==> src/rtl/csbg_pkg.sv <==
package csbg_pkg;
  typedef enum logic [1:0] {
    BW_IDLE,
    BW_WAIT_TRAIL,
    BW_DELAY,
    BW_GATE
  } bw_state_e;
endpackage

==> src/rtl/csbg_sync.sv <==
module csbg_sync #(
  parameter int unsigned W         = 2,
  parameter int unsigned STAGES    = 2,
  parameter bit          RESET_VAL = 1'b1
) (
  input  logic         clk_i,
  input  logic         rst_ni,
  input  logic [W-1:0] d_i,
  output logic [W-1:0] q_o
);
  for (genvar i = 0; i < W; i++) begin : g_bit
    logic [STAGES-1:0] st_q;
    always_ff @(posedge clk_i or negedge rst_ni) begin
      if (!rst_ni) st_q <= {STAGES{RESET_VAL}};
      else         st_q <= {st_q[STAGES-2:0], d_i[i]};
    end
    assign q_o[i] = st_q[STAGES-1];
  end
endmodule

==> src/rtl/csbg_hqual.sv <==
module csbg_hqual #(
  parameter int unsigned ACCEPT_CYCLES = 728
) (
  input  logic clk_i,
  input  logic rst_ni,
  input  logic csync_i,
  output logic accept_o,
  output logic trail_o,
  output logic valid_o
);
  localparam int unsigned    CW  = $clog2(ACCEPT_CYCLES + 1);
  localparam logic [CW-1:0] ACC = CW'(ACCEPT_CYCLES);

  logic          csync_q, armed_q, valid_q, fall;
  logic [CW-1:0] since_q;

  assign fall     = csync_q & ~csync_i;
  assign trail_o  = ~csync_q & csync_i;
  assign accept_o = fall & armed_q & (since_q == ACC);
  assign valid_o  = valid_q;

  always_ff @(posedge clk_i or negedge rst_ni) begin
    if (!rst_ni) begin
      csync_q <= 1'b1;
      armed_q <= 1'b0;
      since_q <= '0;
      valid_q <= 1'b0;
    end else begin
      csync_q <= csync_i;
      valid_q <= accept_o;
      if (fall && !armed_q) begin
        armed_q <= 1'b1;
        since_q <= CW'(1);
      end else if (accept_o) begin
        since_q <= CW'(1);
      end else if (armed_q && since_q != ACC) begin
        since_q <= since_q + CW'(1);
      end
    end
  end
endmodule

==> src/rtl/csbg_burst_win.sv <==
module csbg_burst_win
  import csbg_pkg::*;
#(
  parameter int unsigned BURST_DELAY = 19,
  parameter int unsigned BURST_LEN   = 36
) (
  input  logic clk_i,
  input  logic rst_ni,
  input  logic accept_i,
  input  logic trail_i,
  input  logic vblank_i,
  output logic gate_o
);
  localparam int unsigned MAXC = (BURST_DELAY > BURST_LEN) ? BURST_DELAY : BURST_LEN;
  localparam int unsigned CW   = $clog2(MAXC + 1);
  localparam logic [CW-1:0] DLY_END = CW'(BURST_DELAY - 1);
  localparam logic [CW-1:0] LEN_END = CW'(BURST_LEN - 1);

  bw_state_e     state_q;
  logic [CW-1:0] cnt_q;

  always_ff @(posedge clk_i or negedge rst_ni) begin
    if (!rst_ni) begin
      state_q <= BW_IDLE;
      cnt_q   <= '0;
    end else if (vblank_i) begin
      state_q <= BW_IDLE;
      cnt_q   <= '0;
    end else if (accept_i) begin
      state_q <= BW_WAIT_TRAIL;
      cnt_q   <= '0;
    end else begin
      unique case (state_q)
        BW_WAIT_TRAIL: if (trail_i) state_q <= BW_DELAY;
        BW_DELAY: begin
          if (cnt_q == DLY_END) begin
            state_q <= BW_GATE;
            cnt_q   <= '0;
          end else cnt_q <= cnt_q + CW'(1);
        end
        BW_GATE: begin
          if (cnt_q == LEN_END) begin
            state_q <= BW_IDLE;
            cnt_q   <= '0;
          end else cnt_q <= cnt_q + CW'(1);
        end
        default: state_q <= BW_IDLE;
      endcase
    end
  end

  assign gate_o = (state_q == BW_GATE);
endmodule

==> src/rtl/csync_burst_gate.sv <==
module csync_burst_gate #(
  parameter int unsigned LINE_CYCLES = 910,
  parameter int unsigned ACCEPT_PCT  = 80,
  parameter int unsigned BURST_DELAY = 19,
  parameter int unsigned BURST_LEN   = 36
) (
  input  logic clk_i,
  input  logic rst_ni,
  input  logic hsync_ni,
  input  logic vsync_ni,
  input  logic pal_mode_i,
  output logic csync_o,
  output logic hsync_valid_o,
  output logic burst_gate_o,
  output logic burst_u_o,
  output logic burst_v_o
);
  localparam int unsigned ACCEPT_CYCLES = LINE_CYCLES * ACCEPT_PCT / 100;

  logic [1:0] sync_s;
  logic       h_s, v_s, accept, trail, gate;

  csbg_sync #(.W(2), .STAGES(2), .RESET_VAL(1'b1)) u_sync (
    .clk_i (clk_i),
    .rst_ni(rst_ni),
    .d_i   ({hsync_ni, vsync_ni}),
    .q_o   (sync_s)
  );

  assign h_s     = sync_s[1];
  assign v_s     = sync_s[0];
  assign csync_o = ~(h_s ^ v_s);

  csbg_hqual #(.ACCEPT_CYCLES(ACCEPT_CYCLES)) u_hqual (
    .clk_i   (clk_i),
    .rst_ni  (rst_ni),
    .csync_i (csync_o),
    .accept_o(accept),
    .trail_o (trail),
    .valid_o (hsync_valid_o)
  );

  csbg_burst_win #(.BURST_DELAY(BURST_DELAY), .BURST_LEN(BURST_LEN)) u_win (
    .clk_i   (clk_i),
    .rst_ni  (rst_ni),
    .accept_i(accept),
    .trail_i (trail),
    .vblank_i(~v_s),
    .gate_o  (gate)
  );

  assign burst_gate_o = gate;
  assign burst_u_o    = gate;
  assign burst_v_o    = gate & pal_mode_i;
endmodule

==> config.mk <==
export PLATFORM = sky130hd
export DESIGN_NAME = csync_burst_gate
export DESIGN_NICKNAME = d
export VERILOG_FILES = /design/src/rtl/csbg_pkg.sv /design/src/rtl/csbg_sync.sv /design/src/rtl/csbg_hqual.sv /design/src/rtl/csbg_burst_win.sv /design/src/rtl/csync_burst_gate.sv
export SDC_FILE = /design/constraint.sdc
export NUM_CORES = 1
export LEC_CHECK = 0
export ABC_AREA = 1
export BUFFER_PORTS_ARGS = -buffer_cell sky130_fd_sc_hd__buf_2
export CAP_MARGIN = 20
export CORE_ASPECT_RATIO = 1.1
export CORE_MARGIN = 3
export CORE_UTILIZATION = 63
export CTS_CLUSTER_DIAMETER = 150
export CTS_CLUSTER_SIZE = 40
export DETAILED_ROUTE_END_ITERATION = 7
export PLACE_DENSITY_LB_ADDON = 0.1
export SLEW_MARGIN = 5
export SYNTH_ARGS = -nofsm -noshare
export SYNTH_HDL_FRONTEND = slang
export SYNTH_SLANG_ARGS = --single-unit
==> constraint.sdc <==
create_clock -name clk_i -period 4.05 [get_ports clk_i]
set_input_delay 0.2025 -clock clk_i [delete_from_list [all_inputs] [get_ports clk_i]]
set_output_delay 0.2025 -clock clk_i [all_outputs]
set_load 0.005 [all_outputs]
# == Yosys cells after proc, flatten, opt, wreduce, memory -nomap -nowiden ==
# Index checks and enable logic that the tools add are counted.
# classes
add_sub_neg,2
n_eq_ne,11
muxes,14
n_bitwise,8
n_reduce_logical,5
# op_table
operator,n
$mux 10,3
$mux 6,4
$pmux 6 s2,1
$add 10x1->10 const B,1
$eq 10x10->1 const B,1
$mux 2,5
$ne 10x10->1 const B,1
$ne 4x2->1 const B,2
$add 6x1->6 const B,1
$eq 6x5->1 const B,1
$eq 6x6->1 const B,1
$pmux 2 s3,1
$and 1x1->1,5
$eq 2x2->1 const B,2
$ne 4x3->1 const B,1
$ne 4x4->1 const B,1
$reduce_and 3->1,1
$reduce_bool 3->1,1
$eq 2x1->1 const B,1
$logic_and 1x1->1,2
$not 1->1,2
$logic_not 1->1,1
$xor 1x1->1,1
# word_totals
register_bits,25
input_bits,5
out_inout_bits,5

# == Depth between registers and ports, before layout ==
# depth
word_depth,7
depth_mapped,11

# == Cells and area by module ==
# From an unflattened synthesis, not the netlist that was laid out.
# hier_totals
hier_cells,190
area_unflattened_um2,1546.5
# modules_own_cells
module,instances,cells_per_inst,area_each_um2
csbg_hqual,1,102,800.8
csbg_burst_win,1,74,586.8
csbg_sync,1,6,120.1
csync_burst_gate,1,8,38.8

# == Worst setup path before layout ==
# Ideal clock, no wire load.
# synth_path
path_type,register to register
from,register u_hqual.since_q[0]
to,register u_win.cnt_q[0]
setup_time_ps,118
t_arrival_ps,1308
slack_ps,2624
stages_incl_launch_ff,11
cell_sequence,dfrtp_1 inv_1 ha_1 inv_1 nor2_1 nand3_4 nor2_4 nor2_2 buf_6 nand3_1 nand2_1
# synth_via
elab_chain_cells,4
elab_cells_between_ends,5
cone_classes,2 x eq/ne; 2 x mux; 1 x bitwise
# synth_lines
item,line_no,source
start: declaration,csbg_hqual.sv:15,logic [CW-1:0] since_q;
start signal: assignment,csbg_hqual.sv:37,since_q <= since_q + CW'(1);
$eq 10x10->1 *,csbg_hqual.sv:19,assign accept_o = fall & armed_q & (since_q == ACC);
$and 1x1->1 *,csbg_hqual.sv:19,
via accept,csync_burst_gate.sv:21,"logic h_s, v_s, accept, trail, gate;"
$mux 6,csbg_burst_win.sv:29,end else if (accept_i) begin
$mux 6,csbg_burst_win.sv:26,end else if (vblank_i) begin
end signal: assignment,csbg_burst_win.sv:39,end else cnt_q <= cnt_q + CW'(1);
end signal: assignment,csbg_burst_win.sv:45,end else cnt_q <= cnt_q + CW'(1);
end: declaration,csbg_burst_win.sv:20,logic [CW-1:0] cnt_q;
# The timed path passes the listed nets; every way through them passes the cells marked *.
# A chain may end at the register's enable or synchronous reset.

# == Worst setup path in the final report ==
# layout_path
from,register u_hqual.since_q[0]
to,register u_hqual.since_q[4]
# layout_via
elab_chain_cells,4
elab_cells_between_ends,9
cone_classes,1 x add/sub; 2 x eq/ne; 3 x mux; 1 x bitwise; 2 x reduce/logical
# layout_lines
item,line_no,source
$add 10x1->10 or $eq 10x10->1 (tied branches),"csbg_hqual.sv:37, csbg_hqual.sv:19",
$mux 10 or $and 1x1->1 (tied branches),"csbg_hqual.sv:36, csbg_hqual.sv:19",
$mux 10,csbg_hqual.sv:34,end else if (accept_o) begin
$mux 10,csbg_hqual.sv:31,if (fall && !armed_q) begin
# Several ways; a longest one is shown, not always the timed one. The select of a mux whose other input is x is not followed.

==> impl_summary.txt <==
----------------------------------------------------
[Status]
  Result of the run ... completed

[Placed design]
  Number of buffers added on ports ... 9
  Final HPWL from detailed placement ... between 2 and 2.5 mm
  Routability congestion estimate from global placement ... just over 0.8

[Die]
  Overall die area ... roughly 3000 um2
  Boundary Pins ... 10
  Standard-cell rows ... 17
  Initial core utilization ... a little over two thirds
  Core area ... 2110 um2
  Overall die height ... 56.8 um
  Horizontal die dimension ... around 52 um

[STA]
  Tightest Pin Transition ... between 0.5 and 0.6 ns
  Sum of negative setup slack ... 0 ns
  Final setup skew ... ~0.016 ns
  Period minus WS final ... around 1.6 ns
  Relative max-transition margin ... between 60% and 70%
  Final clock period utilization by the worst path ... 40.6%
  Final Hold Violating Endpoints ... 0
  Achievable clock frequency ... between 600 and 700 MHz
  Final setup fails ... 0
  Setup repair after global routing missed its margin ... false
  Hold Worst Slack ... 0.366 ns
  Total count of max-transition violations in the final report ... 0

[Clocking]
  Number of buffers created by CTS ... 3
  Maximum count of clock buffers along a single path ... 2
  Clock H-tree levels ... 1
  Clock insertion delay at the later pin of the skew report ... roughly 0.33 ns
  Clock sink count ... 25
  CTS Root Cell ... clkbuf_4
  Total setup buffers inserted after CTS ... 0
  Worst-path clk slew ... roughly 0.14 ns
  CTS tree ... built

[Critical path]
  Termination of the worst setup path ... u_hqual.since_q[4]$_DFFE_PN0P_
  Nature of the critical path startpoint ... register
  Worst reg2reg startpoint ... u_hqual.since_q[0]$_DFFE_PN0P_
  Worst Setup Path Type ... register to register
  Startpoint of the most critical setup path ... u_hqual.since_q[0]$_DFFE_PN0P_
  Arrival time at the worst endpoint ... approximately 1.9 ns
  Buffers plus inverters on the worst setup path ... 2
  WP depth ... 9
  Cell depth of the worst flop-to-flop path ... 9
  Cells along the critical path ... inv_1 > ha_1 > inv_1 > nor2_1 > nand3_4 > nand2_2 > nand2_2 > a21oi_1 > nor2_1
  Maximum fanout along the worst path ... 6
  Cell family contributing the most delay on the critical path ... simple AND/OR/NAND/NOR gates
  Capturing element type of the critical path ... register
  Worst R2R End ... u_hqual.since_q[4]$_DFFE_PN0P_
  Crit path max-delay cell type ... dfrtp_1
  Required time of the critical path ... 4.27 ns
  Setup slack, reg-to-reg ... around 2.4 ns
  Worst stage delay on the critical path ... roughly 0.43 ns

[Yosys]
  Total of flip-flops plus latches after synthesis ... 25
  Async set-reset flop share out of synthesis ... 100%
  Warnings, synthesis ... 0
  Net count after synthesis ... between 200 and 250
  Flip-flop cell with the highest count after synthesis ... dfrtp_1
  Post-synth EDFFs ... 0
  Post-synthesis instance area ... approximately 1500 um2
  Gate count after technology mapping ... 193
  Sequential share of the synthesized area ... a little over two fifths
  Unique masters post-synth ... 24
  Average size of a mapped cell ... ~7.7 um2

[Routing]
  Remaining antenna violation count after routing ... 0
  Routed wire length ... around 2.8 mm
  Total vias in the final route ... around 1,200
  Average via count per standard cell ... 5.31
  Detailed-routing iteration count for the pre-antenna-repair pass ... 4
  Post-detailed-route DRC marker count ... 0
  First DRT Iteration DRCs ... 33
  Mean routed wirelength per cell ... roughly 12 um

[Global routing]
  Global routing usage on met1 ... approximately a quarter
  Number of antenna violations at the first check in global routing ... 0
  Largest net degree at the start of global routing ... 26
  Most Used Layer, Global Route ... met2
  Final global-route overflow total ... 0
  Via count of the first global-routing pass ... around 1,200
  Global routing met3 resource utilization ... about 4.0%
  Global-route wire length before repair ... approximately 5.1 mm
  Global-route total usage across every layer ... between 20% and 30%
  Met2 Resource Use GR ... between 40% and 50%

[Finish]
  Layout cells sized above 1 ... between 10% and 20%
  Number of antenna diodes ... 0
  Layout Nets ... between 200 and 250
  Most common cell after layout, fill and taps aside ... nand2_1
  Number of fill cells ... approximately 170
  Post-synthesis to final-layout area growth ... 8.21%
  Highest-count cells in the layout ignoring fill and taps ... nand2_1, inv_1, dfrtp_1

[Power and ir drop]
  Proportion of power drawn by combinational gates ... ~26%
  Max VDD drop ... between 300 and 400 uV
  Switching Share ... 35.6%
  Net Sw Power ... approximately 0.22 mW
  Fraction of power consumed by the clock network ... 18.7%
  Relative contribution of sequential cells to total power ... a little under three fifths
  Power per cell area ... ~380 nW/um2
  Internal power ... ~0.39 mW
  Static leakage ... between 0.8 and 0.9 nW

[Flow run]
  Max-capacitance violation count ... 0

[Worst hold path]
  Type of the tightest min-delay check ... primary input to asynchronous set/reset pin

----------------------------------------------------
routing by layer:
metal | wire [um] | up-vias | share of wire (%)
met3 | 86 | 3 | 3.1
met1 | 1140 | 584 | 41
met5 | 0 | - | 0
li1 | - | 633 | -
met2 | 1520 | 29 | 55
met4 | 20 | 0 | 0.72
worst reg2reg max path: stages (launching register included):
cell	delay [ns]
dfrtp_1	0.43
inv_1	0.10
ha_1	0.16
inv_1	0.04
nor2_1	0.21
nand3_4	0.12
nand2_2	0.15
nand2_2	0.14
a21oi_1	0.15
nor2_1	0.05
through the flow:
step | power [mW] | setup WS [ns] | cells | instance area [um2] | utilization, %
after global routing | 0.657 | 2.23 | 235 | 1600 | 76.0
after global placement | 0.484 | 2.47 | 228 | 1540 | 73.1
after detailed placement | 0.496 | 2.43 | 228 | 1540 | 73.1
after floorplan | 0.456 | 2.62 | 193 | 1480 | -
after CTS | 0.615 | 2.39 | 235 | 1600 | 76.0
final | 0.607 | 2.40 | 235 | 1600 | 76.0
power by group through the flow:
stage               Sequential, mW  Combinational, mW  Clock (mW)
detailed placement           0.339              0.157           0
global route                 0.342              0.187       0.128
CTS                          0.335              0.159       0.120
finish                       0.337              0.157       0.113
floorplan                    0.331              0.125           0
global placement             0.338              0.146           0
cell usage after synthesis (5+ instances only):
master	n	area [um2]
dfrtp_1	20	500
a21oi_1	5	25.0
inv_1	30	113
o21ai_0	6	30.0
dfstp_2	5	131
nor2_1	18	67.6
ha_1	7	87.6
nand2_2	5	31.3
nand4_1	7	43.8
nand2_1	48	180
nand3_1	18	90.1
area by class of cell:
cell class / count / area, um2 / share of cell area, %
Inverter: 34 / 128 / 7.97
Multi-Input combinational cell: 132 / 701 / 43.8
Clock buffer: 3 / 22.5 / 1.41
Timing Repair Buffer: 12 / 75.1 / 4.69
Clock inverter: 1 / 7.51 / 0.469
Sequential cell: 25 / 632 / 39.5
Tap cell: 28 / 35.0 / 2.19
repair_timing:
| item | in CTS | in global routing |
|---|---|---|
| hold endpoints to repair | 22 | 0 |
| hold buffers | 3 | 0 |
| gates resized for setup | 0 | 0 |
sequential cells by signal, indices dropped and copies added (netlist names):
name and flops:
u_win.state_q 2, u_hqual.armed_q 1, u_hqual.since_q 10, u_win.cnt_q 6, u_hqual.csync_q 1, u_sync.g_bit.st_q 4, u_hqual.valid_o 1
cells by family after synthesis:
family / after synthesis / share of synthesized area (%)
xor+xnor: 3 / 1.78
buf+inv: 36 / 9.90
fa+ha+maj: 7 / 5.92
flops: 25 / 42.7
compound gates: 16 / 5.58
simple gates: 106 / 34.1
worst min-delay path by stage:
| stage | end | slack (ns) | cells past startpoint |
|---|---|---|---|
| 2_1_floorplan | u_hqual.armed_q$_DFFE_PN0P_ | -0.09 | 0 |
| 3_3_place_gp | u_win.cnt_q[1]$_DFFE_PN0P_ | 0.21 | 1 |
| 3_5_place_dp | u_win.cnt_q[5]$_DFFE_PN0P_ | 0.22 | 1 |
| 4_1_cts | u_sync.g_bit[0].st_q[1]$_DFF_PN1_ | 0.37 | 0 |
| 5_1_grt | u_sync.g_bit[0].st_q[1]$_DFF_PN1_ | 0.38 | 0 |
| 6_report | u_win.cnt_q[3]$_DFFE_PN0P_ | 0.37 | 2 |
No activity file was read; power rests on OpenSTA's default activity.
